[src/rtl/wdp_pkg.sv]
package wdp_pkg;

    typedef enum logic [2:0] {
        ST_IDLE   = 3'd0,
        ST_ARM    = 3'd1,
        ST_POLL   = 3'd2,
        ST_CONF   = 3'd3,
        ST_SETTLE = 3'd4,
        ST_FINAL  = 3'd5
    } wdp_state_e;

    typedef enum logic {
        MODE_DATA   = 1'b0,
        MODE_TOGGLE = 1'b1
    } wdp_mode_e;

    typedef enum logic {
        OP_PROG  = 1'b0,
        OP_ERASE = 1'b1
    } wdp_op_e;

endpackage

[src/rtl/wdp_strobe_gate.sv]
module wdp_strobe_gate
    import wdp_pkg::*;
#(
    parameter int PROG_STROBES  = 4,
    parameter int ERASE_STROBES = 6
) (
    input  logic    clk,
    input  logic    rst_n,
    input  logic    clear_i,
    input  wdp_op_e op_i,
    input  logic    stb_i,
    output logic    ready_o
);
    localparam int MAXS = (PROG_STROBES > ERASE_STROBES) ? PROG_STROBES : ERASE_STROBES;
    localparam int SBW  = $clog2(MAXS + 1);

    typedef struct packed {
        logic [SBW-1:0] cnt;
    } gate_t;

    gate_t          s_d, s_q;
    logic [SBW-1:0] need;

    always_comb begin
        need = (op_i == OP_ERASE) ? SBW'(ERASE_STROBES) : SBW'(PROG_STROBES);
        s_d  = s_q;
        if (clear_i) begin
            s_d.cnt = '0;
        end else if (stb_i && (s_q.cnt < need)) begin
            s_d.cnt = s_q.cnt + 1'b1;
        end
    end

    always_ff @(posedge clk or negedge rst_n) begin
        if (!rst_n) s_q <= '0;
        else        s_q <= s_d;
    end

    assign ready_o = (s_q.cnt == need);

    // the strobe count never passes the larger of the two sequence lengths
    p_cnt_bound_r3: assert property (@(posedge clk) disable iff (!rst_n)
        s_q.cnt <= SBW'(MAXS));

endmodule

[src/rtl/wdp_judge.sv]
module wdp_judge
    import wdp_pkg::*;
(
    input  wdp_mode_e mode_i,
    input  wdp_op_e   op_i,
    input  logic      exp_poll_bit_i,
    input  logic      poll_bit_i,
    input  logic      tog_bit_i,
    input  logic      prev_tog_i,
    input  logic      have_prev_i,
    output logic      hit_o
);
    always_comb begin
        if (mode_i == MODE_DATA) begin
            if (op_i == OP_ERASE) hit_o = poll_bit_i;
            else                  hit_o = (poll_bit_i == exp_poll_bit_i);
        end else begin
            hit_o = have_prev_i && (tog_bit_i == prev_tog_i);
        end
    end
endmodule

[src/rtl/wdp_settle_timer.sv]
module wdp_settle_timer #(
    parameter int SETTLE_CYC = 250
) (
    input  logic clk,
    input  logic rst_n,
    input  logic load_i,
    output logic running_o,
    output logic expired_o
);
    localparam int TW = $clog2(SETTLE_CYC + 1);

    typedef struct packed {
        logic          run;
        logic [TW-1:0] cnt;
    } tmr_t;

    tmr_t s_d, s_q;

    always_comb begin
        s_d = s_q;
        if (load_i) begin
            s_d.run = 1'b1;
            s_d.cnt = (SETTLE_CYC > 0) ? TW'(SETTLE_CYC - 1) : '0;
        end else if (s_q.run) begin
            if (s_q.cnt == '0) s_d.run = 1'b0;
            else               s_d.cnt = s_q.cnt - 1'b1;
        end
    end

    always_ff @(posedge clk or negedge rst_n) begin
        if (!rst_n) s_q <= '0;
        else        s_q <= s_d;
    end

    assign running_o = s_q.run;
    assign expired_o = s_q.run && (s_q.cnt == '0);

    // a load always starts a wait
    p_load_runs_r8: assert property (@(posedge clk) disable iff (!rst_n)
        load_i |=> running_o);

endmodule

[src/rtl/wr_done_poller.sv]
module wr_done_poller
    import wdp_pkg::*;
#(
    parameter int DW            = 16,
    parameter int AW            = 20,
    parameter int CW            = 16,
    parameter int SETTLE_CYC    = 250,
    parameter int POLL_BIT      = 7,
    parameter int TOGGLE_BIT    = 6,
    parameter int PROG_STROBES  = 4,
    parameter int ERASE_STROBES = 6
) (
    input  logic          clk,
    input  logic          rst_n,
    input  logic          start_i,
    input  logic          mode_i,
    input  logic          op_i,
    input  logic [DW-1:0] expect_i,
    input  logic [AW-1:0] addr_i,
    input  logic [CW-1:0] max_polls_i,
    input  logic          wstb_i,
    output logic          rd_req_o,
    output logic [AW-1:0] rd_addr_o,
    input  logic          rd_ack_i,
    input  logic [DW-1:0] rd_data_i,
    output logic          busy_o,
    output logic          done_o,
    output logic          pass_o,
    output logic          timeout_o
);
    localparam int CONFIRMS = 2;
    localparam int CFW      = $clog2(CONFIRMS + 1);

    typedef struct packed {
        wdp_state_e     st;
        wdp_mode_e      mode;
        wdp_op_e        op;
        logic [DW-1:0]  expv;
        logic [AW-1:0]  addr;
        logic [CW-1:0]  maxp;
        logic [CW-1:0]  polls;
        logic           prev_tog;
        logic           have_prev;
        logic [CFW-1:0] conf_left;
        logic           req;
        logic           done;
        logic           pass;
        logic           tmo;
    } ctl_t;

    ctl_t        s_d, s_q;
    logic        start_acc;
    logic        gate_ready;
    logic        hit;
    logic        settle_load;
    logic        settle_run;
    logic        settle_exp;
    logic [CW:0] polls_next;
    logic        out_of_budget;

    assign start_acc = start_i && (s_q.st == ST_IDLE);

    wdp_strobe_gate #(
        .PROG_STROBES (PROG_STROBES),
        .ERASE_STROBES(ERASE_STROBES)
    ) gate_i (
        .clk    (clk),
        .rst_n  (rst_n),
        .clear_i(start_acc),
        .op_i   (s_q.op),
        .stb_i  (wstb_i),
        .ready_o(gate_ready)
    );

    wdp_judge judge_i (
        .mode_i        (s_q.mode),
        .op_i          (s_q.op),
        .exp_poll_bit_i(s_q.expv[POLL_BIT]),
        .poll_bit_i    (rd_data_i[POLL_BIT]),
        .tog_bit_i     (rd_data_i[TOGGLE_BIT]),
        .prev_tog_i    (s_q.prev_tog),
        .have_prev_i   (s_q.have_prev),
        .hit_o         (hit)
    );

    wdp_settle_timer #(
        .SETTLE_CYC(SETTLE_CYC)
    ) settle_i (
        .clk      (clk),
        .rst_n    (rst_n),
        .load_i   (settle_load),
        .running_o(settle_run),
        .expired_o(settle_exp)
    );

    assign polls_next    = {1'b0, s_q.polls} + 1'b1;
    assign out_of_budget = (polls_next >= {1'b0, s_q.maxp});

    always_comb begin
        s_d         = s_q;
        s_d.done    = 1'b0;
        settle_load = 1'b0;

        case (s_q.st)
            ST_IDLE: begin
                if (start_i) begin
                    s_d.st        = ST_ARM;
                    s_d.mode      = wdp_mode_e'(mode_i);
                    s_d.op        = wdp_op_e'(op_i);
                    s_d.expv      = expect_i;
                    s_d.addr      = addr_i;
                    s_d.maxp      = max_polls_i;
                    s_d.polls     = '0;
                    s_d.have_prev = 1'b0;
                    s_d.prev_tog  = 1'b0;
                    s_d.conf_left = '0;
                    s_d.pass      = 1'b0;
                    s_d.tmo       = 1'b0;
                end
            end

            ST_ARM: begin
                if (gate_ready) begin
                    s_d.st  = ST_POLL;
                    s_d.req = 1'b1;
                end
            end

            ST_POLL, ST_CONF: begin
                if (rd_ack_i) begin
                    s_d.req       = 1'b0;
                    s_d.polls     = polls_next[CW-1:0];
                    s_d.prev_tog  = rd_data_i[TOGGLE_BIT];
                    s_d.have_prev = 1'b1;
                    if (hit && (s_q.st == ST_CONF) && (s_q.conf_left == CFW'(1))) begin
                        s_d.st      = ST_SETTLE;
                        settle_load = 1'b1;
                    end else if (hit) begin
                        s_d.st        = ST_CONF;
                        s_d.conf_left = (s_q.st == ST_CONF) ? s_q.conf_left - 1'b1
                                                            : CFW'(CONFIRMS);
                        s_d.req       = 1'b1;
                    end else if (out_of_budget) begin
                        s_d.st   = ST_IDLE;
                        s_d.done = 1'b1;
                        s_d.tmo  = 1'b1;
                        s_d.pass = 1'b0;
                    end else begin
                        s_d.st  = ST_POLL;
                        s_d.req = 1'b1;
                    end
                end
            end

            ST_SETTLE: begin
                if (settle_exp) begin
                    s_d.st  = ST_FINAL;
                    s_d.req = 1'b1;
                end
            end

            ST_FINAL: begin
                if (rd_ack_i) begin
                    s_d.req  = 1'b0;
                    s_d.st   = ST_IDLE;
                    s_d.done = 1'b1;
                    s_d.pass = (rd_data_i == s_q.expv);
                end
            end

            default: begin
                s_d.st  = ST_IDLE;
                s_d.req = 1'b0;
            end
        endcase
    end

    always_ff @(posedge clk or negedge rst_n) begin
        if (!rst_n) begin
            s_q      <= '0;
            s_q.st   <= ST_IDLE;
            s_q.mode <= MODE_DATA;
            s_q.op   <= OP_PROG;
        end else begin
            s_q <= s_d;
        end
    end

    assign rd_req_o  = s_q.req;
    assign rd_addr_o = s_q.addr;
    assign busy_o    = (s_q.st != ST_IDLE);
    assign done_o    = s_q.done;
    assign pass_o    = s_q.pass;
    assign timeout_o = s_q.tmo;

    // a request is held until it is acknowledged
    p_req_hold_r4: assert property (@(posedge clk) disable iff (!rst_n)
        (rd_req_o && !rd_ack_i) |=> rd_req_o);

    // the address does not move while a read is pending
    p_addr_stable_r4: assert property (@(posedge clk) disable iff (!rst_n)
        (rd_req_o && !rd_ack_i) |=> $stable(rd_addr_o));

    // no read before the strobe gate opens
    p_armed_r3: assert property (@(posedge clk) disable iff (!rst_n)
        rd_req_o |-> gate_ready);

    // the bus stays quiet during the settle wait
    p_settle_quiet_r8: assert property (@(posedge clk) disable iff (!rst_n)
        settle_run |-> !rd_req_o);

    // a timeout never reports success
    p_tmo_fail_r10: assert property (@(posedge clk) disable iff (!rst_n)
        timeout_o |-> !pass_o);

    // done is a single-cycle pulse outside the busy window
    p_done_pulse_r11: assert property (@(posedge clk) disable iff (!rst_n)
        done_o |=> !done_o);

    p_done_idle_r11: assert property (@(posedge clk) disable iff (!rst_n)
        done_o |-> !busy_o);

endmodule

[config.mk]
export PLATFORM = sky130hd
export DESIGN_NAME = wr_done_poller
export DESIGN_NICKNAME = d
export VERILOG_FILES = /design/src/rtl/wdp_pkg.sv /design/src/rtl/wdp_strobe_gate.sv /design/src/rtl/wdp_judge.sv /design/src/rtl/wdp_settle_timer.sv /design/src/rtl/wr_done_poller.sv
export SDC_FILE = /design/constraint.sdc
export NUM_CORES = 1
export LEC_CHECK = 0
export BUFFER_PORTS_ARGS = -buffer_cell sky130_fd_sc_hd__buf_2
export CORE_MARGIN = 5
export CORE_UTILIZATION = 40
export DETAILED_ROUTE_END_ITERATION = 16
export SETUP_SLACK_MARGIN = 0.2
export SLEW_MARGIN = 20
export SYNTH_ARGS = -nofsm -noshare
export SYNTH_HDL_FRONTEND = slang
export SYNTH_SLANG_ARGS = --single-unit
[constraint.sdc]
create_clock -name clk -period 3.8 [get_ports clk]
set_input_delay 0.38 -clock clk [delete_from_list [all_inputs] [get_ports clk]]
set_output_delay 0.38 -clock clk [all_outputs]
set_load 0.02 [all_outputs]
After elaboration in Yosys (flattened, before gate mapping)
Index checks and enable logic that the tools add are counted.
{"block": "op_classes", "addsub": 4, "order_cmp": 2, "eq_ne": 20, "muxes": 38, "bitwise_logic": 1, "reduce_logical": 22}
{"cell": "$mux W77", "n": 1}
{"cell": "$pmux W20 S2", "n": 1}
{"cell": "$mux W3", "n": 11}
{"cell": "$mux W24", "n": 1}
{"cell": "$mux W9", "n": 2}
{"cell": "$add A16 B1 Y17 const B", "n": 1}
{"cell": "$ge A17 B16 Y1", "n": 1}
{"cell": "$eq A16 B16 Y1", "n": 1}
{"cell": "$ne A2 B2 Y1 const B", "n": 8}
{"cell": "$pmux W3 S5", "n": 1}
{"cell": "$reduce_and A5 Y1", "n": 3}
{"cell": "$mux W1", "n": 10}
{"cell": "$mux W2", "n": 5}
{"cell": "$logic_not A8 Y1", "n": 1}
{"cell": "$mux W8", "n": 1}
{"cell": "$sub A8 B1 Y8 const B", "n": 1}
{"cell": "$reduce_and A7 Y1", "n": 1}
{"cell": "$eq A3 B2 Y1 const B", "n": 2}
{"cell": "$eq A3 B3 Y1 const B", "n": 2}
{"cell": "$logic_and A1 B1 Y1", "n": 6}
{"cell": "$mux W6", "n": 1}
{"cell": "$reduce_and A6 Y1", "n": 1}
{"cell": "$reduce_bool A2 Y1", "n": 3}
{"cell": "$reduce_bool A3 Y1", "n": 2}
{"cell": "16 further kinds", "n": 20}
{"block": "totals", "regBits": 93, "in_bits": 75, "output_inout_bits": 25}

Depth between registers and ports, before layout
{"block": "logic_depth", "word_depth": 10, "mapped_depth": 12, "depth_no_buf": 12}

Modules after synthesis
From an unflattened synthesis, not the netlist that was laid out.
{"block": "hier_totals", "cells_unflattened": 492, "area_unflattened_um2": 4998.5}
{"mod": "wr_done_poller", "instances": 1, "cells_per_inst": 418, "area_each_um2": 4285.4, "seq_area_each_um2": 2026.9}
{"mod": "wdp_settle_timer", "instances": 1, "cells_per_inst": 49, "area_each_um2": 484.2, "seq_area_each_um2": 225.2}
{"mod": "wdp_strobe_gate", "instances": 1, "cells_per_inst": 19, "area_each_um2": 193.9, "seq_area_each_um2": 75.1}
{"mod": "wdp_judge", "instances": 1, "cells_per_inst": 6, "area_each_um2": 35.0, "seq_area_each_um2": 0.0}

Least setup slack after synthesis
OpenSTA, ideal clock, no wires.
{"block": "synth_path", "path_kind": "register -> register", "startpoint": "register s_q[8] (netlist name)", "endpoint": "register s_q (netlist bit timeout_o)", "arrival_ps": 2700, "required_ps": 3713, "slack_ps": 1014, "path_stages_with_launch": 13, "path_buffers": 0, "synth_period_minus_slack_ps": 2786, "path_cell_list": "dfrtp_1 -> ha_1 -> and4_1 -> nand4_4 -> nand2b_1 -> xnor2_1 -> ha_1 -> nand4_1 -> nor3_1 -> a221oi_1 -> o211ai_2 -> or3_1 -> o211ai_1"}
{"block": "synth_between", "elab_chain_cells": 4}
{"element": "start, declared", "line": "wr_done_poller.sv:51", "rtl": "ctl_t s_d, s_q;"}
{"element": "$add A16 B1 Y17", "line": "wr_done_poller.sv:96", "rtl": "assign polls_next = {1'b0, s_q.polls} + 1'b1;"}
{"element": "$ge A17 B16 Y1", "line": "wr_done_poller.sv:97", "rtl": "assign out_of_budget = (polls_next >= {1'b0, s_q.maxp});"}
{"element": "$ne A2 B2 Y1 (no source line)"}
{"element": "$reduce_and A6 Y1 (no source line)"}
Every way passes these cells.
A chain may end at the register's enable or synchronous reset.

==> impl_metrics.json <==
{
  "status": "complete, no violations",
  "std_cell_rows": 40,
  "crit_required_ps": 3980,
  "route.detailed.drc": 0,
  "gp_congestion": 0.836,
  "io_pins": 100,
  "power.share.sequential_pct": 40.2,
  "cap_violations": 0,
  "syn-cell-area_um2": 4880,
  "cpPeakStageDelay_ps": 460,
  "synth-edff-count": 0,
  "multi_input_area_um2": 2240,
  "slowest_stage": "nor2_1",
  "relSlewSlack_pct": 41.6,
  "p_sw_share_pct": 35.1,
  "routed_wirelength_mm": 10.2,
  "hold_violations": 0,
  "ys_ff_latch": 93,
  "power.leakage_uw": 0.00269,
  "drtIter0Drc": 134,
  "synthFlopType": "dfrtp_1",
  "vdd_ir_drop_max_uv": 366,
  "htreeDepth": 3,
  "synth_area_per_cell_um2": 10.5,
  "cts_setup_buffers": 0,
  "cp-start-kind": "flop",
  "cts_tree": "yes",
  "fillers": 1159,
  "cts-hold-fix-buffers": 0,
  "cellPowerDensity_nw_per_um2": 725,
  "io_buffers": 99,
  "worstHoldPathType": "input pin to asynchronous set/reset pin",
  "synth-seq-area-share_pct": 47.7,
  "clockBufferDepth": 2,
  "dp_hpwl_mm": 7.55,
  "cp_common_cell": "nand4_1",
  "dr.pass1.iters": 4,
  "rr_worst_depth": 12,
  "rsz0062_at_grt": "false",
  "cp-end-kind": "flop",
  "coreArea_um2": 12000,
  "timing.fmax_mhz": 306,
  "post_drt_wl_per_cell_um": 14.8,
  "crit_type": "flop to flop",
  "dieWidth_um": 120,
  "clkPwrFrac_pct": 23.7,
  "grt_pass1_wl_mm": 17.7,
  "finalCritPeriodShare_pct": 86.0,
  "cp_num_buf_inv": 0,
  "final_max_slew_viol_count": 0,
  "antenna_found_initial": 1,
  "grt_max_degree": 73,
  "initial_core_util_pct": 40.7,
  "cp.arrival_ps": 3450,
  "critPathTopFamily": "simple AND/OR/NAND/NOR gates",
  "synth_cells": 463,
  "grt_use_total_pct": 14.9,
  "skew_ps": 7.91,
  "postSynthNetCount": 559,
  "ant_nets": 0,
  "die_y_um": 120,
  "syn_to_final_growth_pct": 16.3,
  "r2r_start": "s_q[8]$_DFFE_PN0P_",
  "insertion_delay_ps": 340,
  "path_max_fanout": 7,
  "finalSetupViolations": 0,
  "path_clk_slew_ps": 60,
  "cts-root-buf": "clkbuf_16",
  "num-nets-final": 634,
  "grt_pass1_vias": 3804,
  "cts_resized": 0,
  "r2r-end": "done_o$_DFF_PN0_",
  "num_vias": 3509,
  "cts.sinks": 93,
  "seq_area_um2": 2330,
  "cts_inserted_buffers": 9,
  "ys_types": 49,
  "dieArea_um2": 14500,
  "post-route-min-period_ps": 3270,
  "drive_above_1_share_pct": 30.6,
  "num_antenna_cells": 0,
  "comb_power_share_pct": 36.1,
  "p_sw_uw": 1440,
  "fin_setup_tns_ps": 0,
  "async_flop_share_pct": 100,
  "path_cells": "and3_1 -> nand3_1 -> nor2_1 -> nand4_1 -> xnor2_1 -> ha_1 -> nand4_1 -> nor3_1 -> a221oi_1 -> o211ai_2 -> o21ai_1 -> o21ai_0",
  "intPower_uw": 2670,
  "grt_overflow": 0,
  "final_util_pct": 47.3,
  "synth_warnings": 0,
  "worst_pin_slew_ps": 876,
  "regToRegSetupSlack_ps": 530,
  "viasPerCell": 5.09
}
==> power groups by stage <==
stage	logic, uW	clock network, uW	registers (uW)
finish	1480	978	1650
global route	1680	1040	1720
CTS	1520	992	1660
detailed placement	1510	0	1670
global placement	1460	0	1650
floorplan	1290	0	1600
==> cells by family (layout without fill, tap and decap cells) <==
| logic type | count (synthesis) | in the layout | synth area share [%] |
|---|---|---|---|
| AOI/OAI and AO/OA | 90 | 90 | 11.5 |
| adders and majority gates | 21 | 21 | 5.38 |
| muxes | 43 | 43 | 9.84 |
| buffers and inverters | 61 | 140 | 6.53 |
| and+or+nand+nor | 117 | 117 | 12.3 |
| xor gates and xnor gates | 38 | 38 | 6.82 |
| DFF | 93 | 93 | 47.7 |
==> area by class of cell <==
type	count	area share (%)
multi-input combinational	309	39.4
tap	147	3.24
sequential	93	41.0
clock inverter	3	1.21
inverter	24	1.59
timing repair buffer	101	9.03
clock buffer	12	4.52
==> registers in the layout, indices dropped and copies added, names as in the netlist <==
name / count
done_o: 1
gate_i.s_q: 3
pass_o: 1
rd_addr_o: 20
rd_req_o: 1
s_q: 57
settle_i.running_o: 1
settle_i.s_q: 8
timeout_o: 1
==> metal layers <==
metal  global-route usage, %  vias up  part of all wire, %
met5                       0        -                 0.13
met4                    4.46        2                  1.3
met3                    4.86       11                  6.4
met2                    23.7       77                   48
met1                    19.4     1680                   44
li1                        -     1739                    -
==> through the flow <==
stage | cell area [um2] | std cells | setup slack [ps] | hold slack (ps) | total power [uW]
2_1_floorplan | 4880 | 463 | 1010 | 84.4 | 2890
3_3_place_gp | 5350 | 674 | 736 | 462 | 3110
3_5_place_dp | 5350 | 674 | 603 | 469 | 3180
4_1_cts | 5680 | 689 | 583 | 204 | 4170
5_1_grt | 5680 | 689 | 266 | 228 | 4440
6_report | 5680 | 689 | 533 | 153 | 4120
==> Yosys cell counts, drive strengths merged, types with 8 or more instances <==
library cell / n / area [um2]
ha: 21 / 263
a22o: 8 / 70.1
nand2b: 8 / 60.1
nand3: 13 / 65.1
a21oi: 17 / 85.1
nor2: 18 / 67.6
nand2: 42 / 158
mux2: 40 / 450
dfrtp: 93 / 2330
xor2: 22 / 193
buf: 28 / 195
inv: 24 / 90.1
o21ai: 39 / 195
xnor2: 16 / 140
clkbuf: 9 / 33.8
==> worst max-delay path by stage <==
stage	endpoint	startpoint	slack, ps	cells past startpoint
finish	done_o$_DFF_PN0_	s_q[8]$_DFFE_PN0P_	530	12
global route	rd_req_o$_DFFE_PN0P_	s_q[8]$_DFFE_PN0P_	270	12
global placement	rd_req_o$_DFFE_PN0P_	s_q[8]$_DFFE_PN0P_	740	12
CTS	done_o$_DFF_PN0_	s_q[8]$_DFFE_PN0P_	580	12
detailed placement	done_o$_DFF_PN0_	s_q[8]$_DFFE_PN0P_	600	12
floorplan	timeout_o$_DFFE_PN0P_	s_q[8]$_DFFE_PN0P_	1010	12
==> placed cells by master, fill, tap and decap left out, types with 2 or more instances in the layout <==
| cell | count |
|---|---|
| buf_2 | 98 |
| dfrtp_1 | 93 |
| nand2_1 | 42 |
| mux2_2 | 40 |
| o21ai_0 | 38 |
| inv_1 | 24 |
| xor2_1 | 22 |
| ha_1 | 21 |
| nor2_1 | 18 |
| a21oi_1 | 17 |
| xnor2_1 | 16 |
| nand3_1 | 13 |
| clkbuf_16 | 9 |
| a22o_1 | 8 |
| nand2b_1 | 6 |
| nor3_1 | 6 |
| o31ai_1 | 6 |
| nand4_1 | 5 |
| a21o_1 | 5 |
| nor4_1 | 4 |
| and3_1 | 3 |
| and2_1 | 3 |
| mux2i_1 | 3 |
| buf_4 | 3 |
| and4_1 | 2 |
| nor2b_1 | 2 |
| a2111oi_0 | 2 |
| a31oi_1 | 2 |
| a31o_2 | 2 |
| or3_1 | 2 |
| or4_1 | 2 |
| clkbuf_8 | 2 |
| bufinv_16 | 2 |
Note: power is estimated with default switching activity, not from simulation.
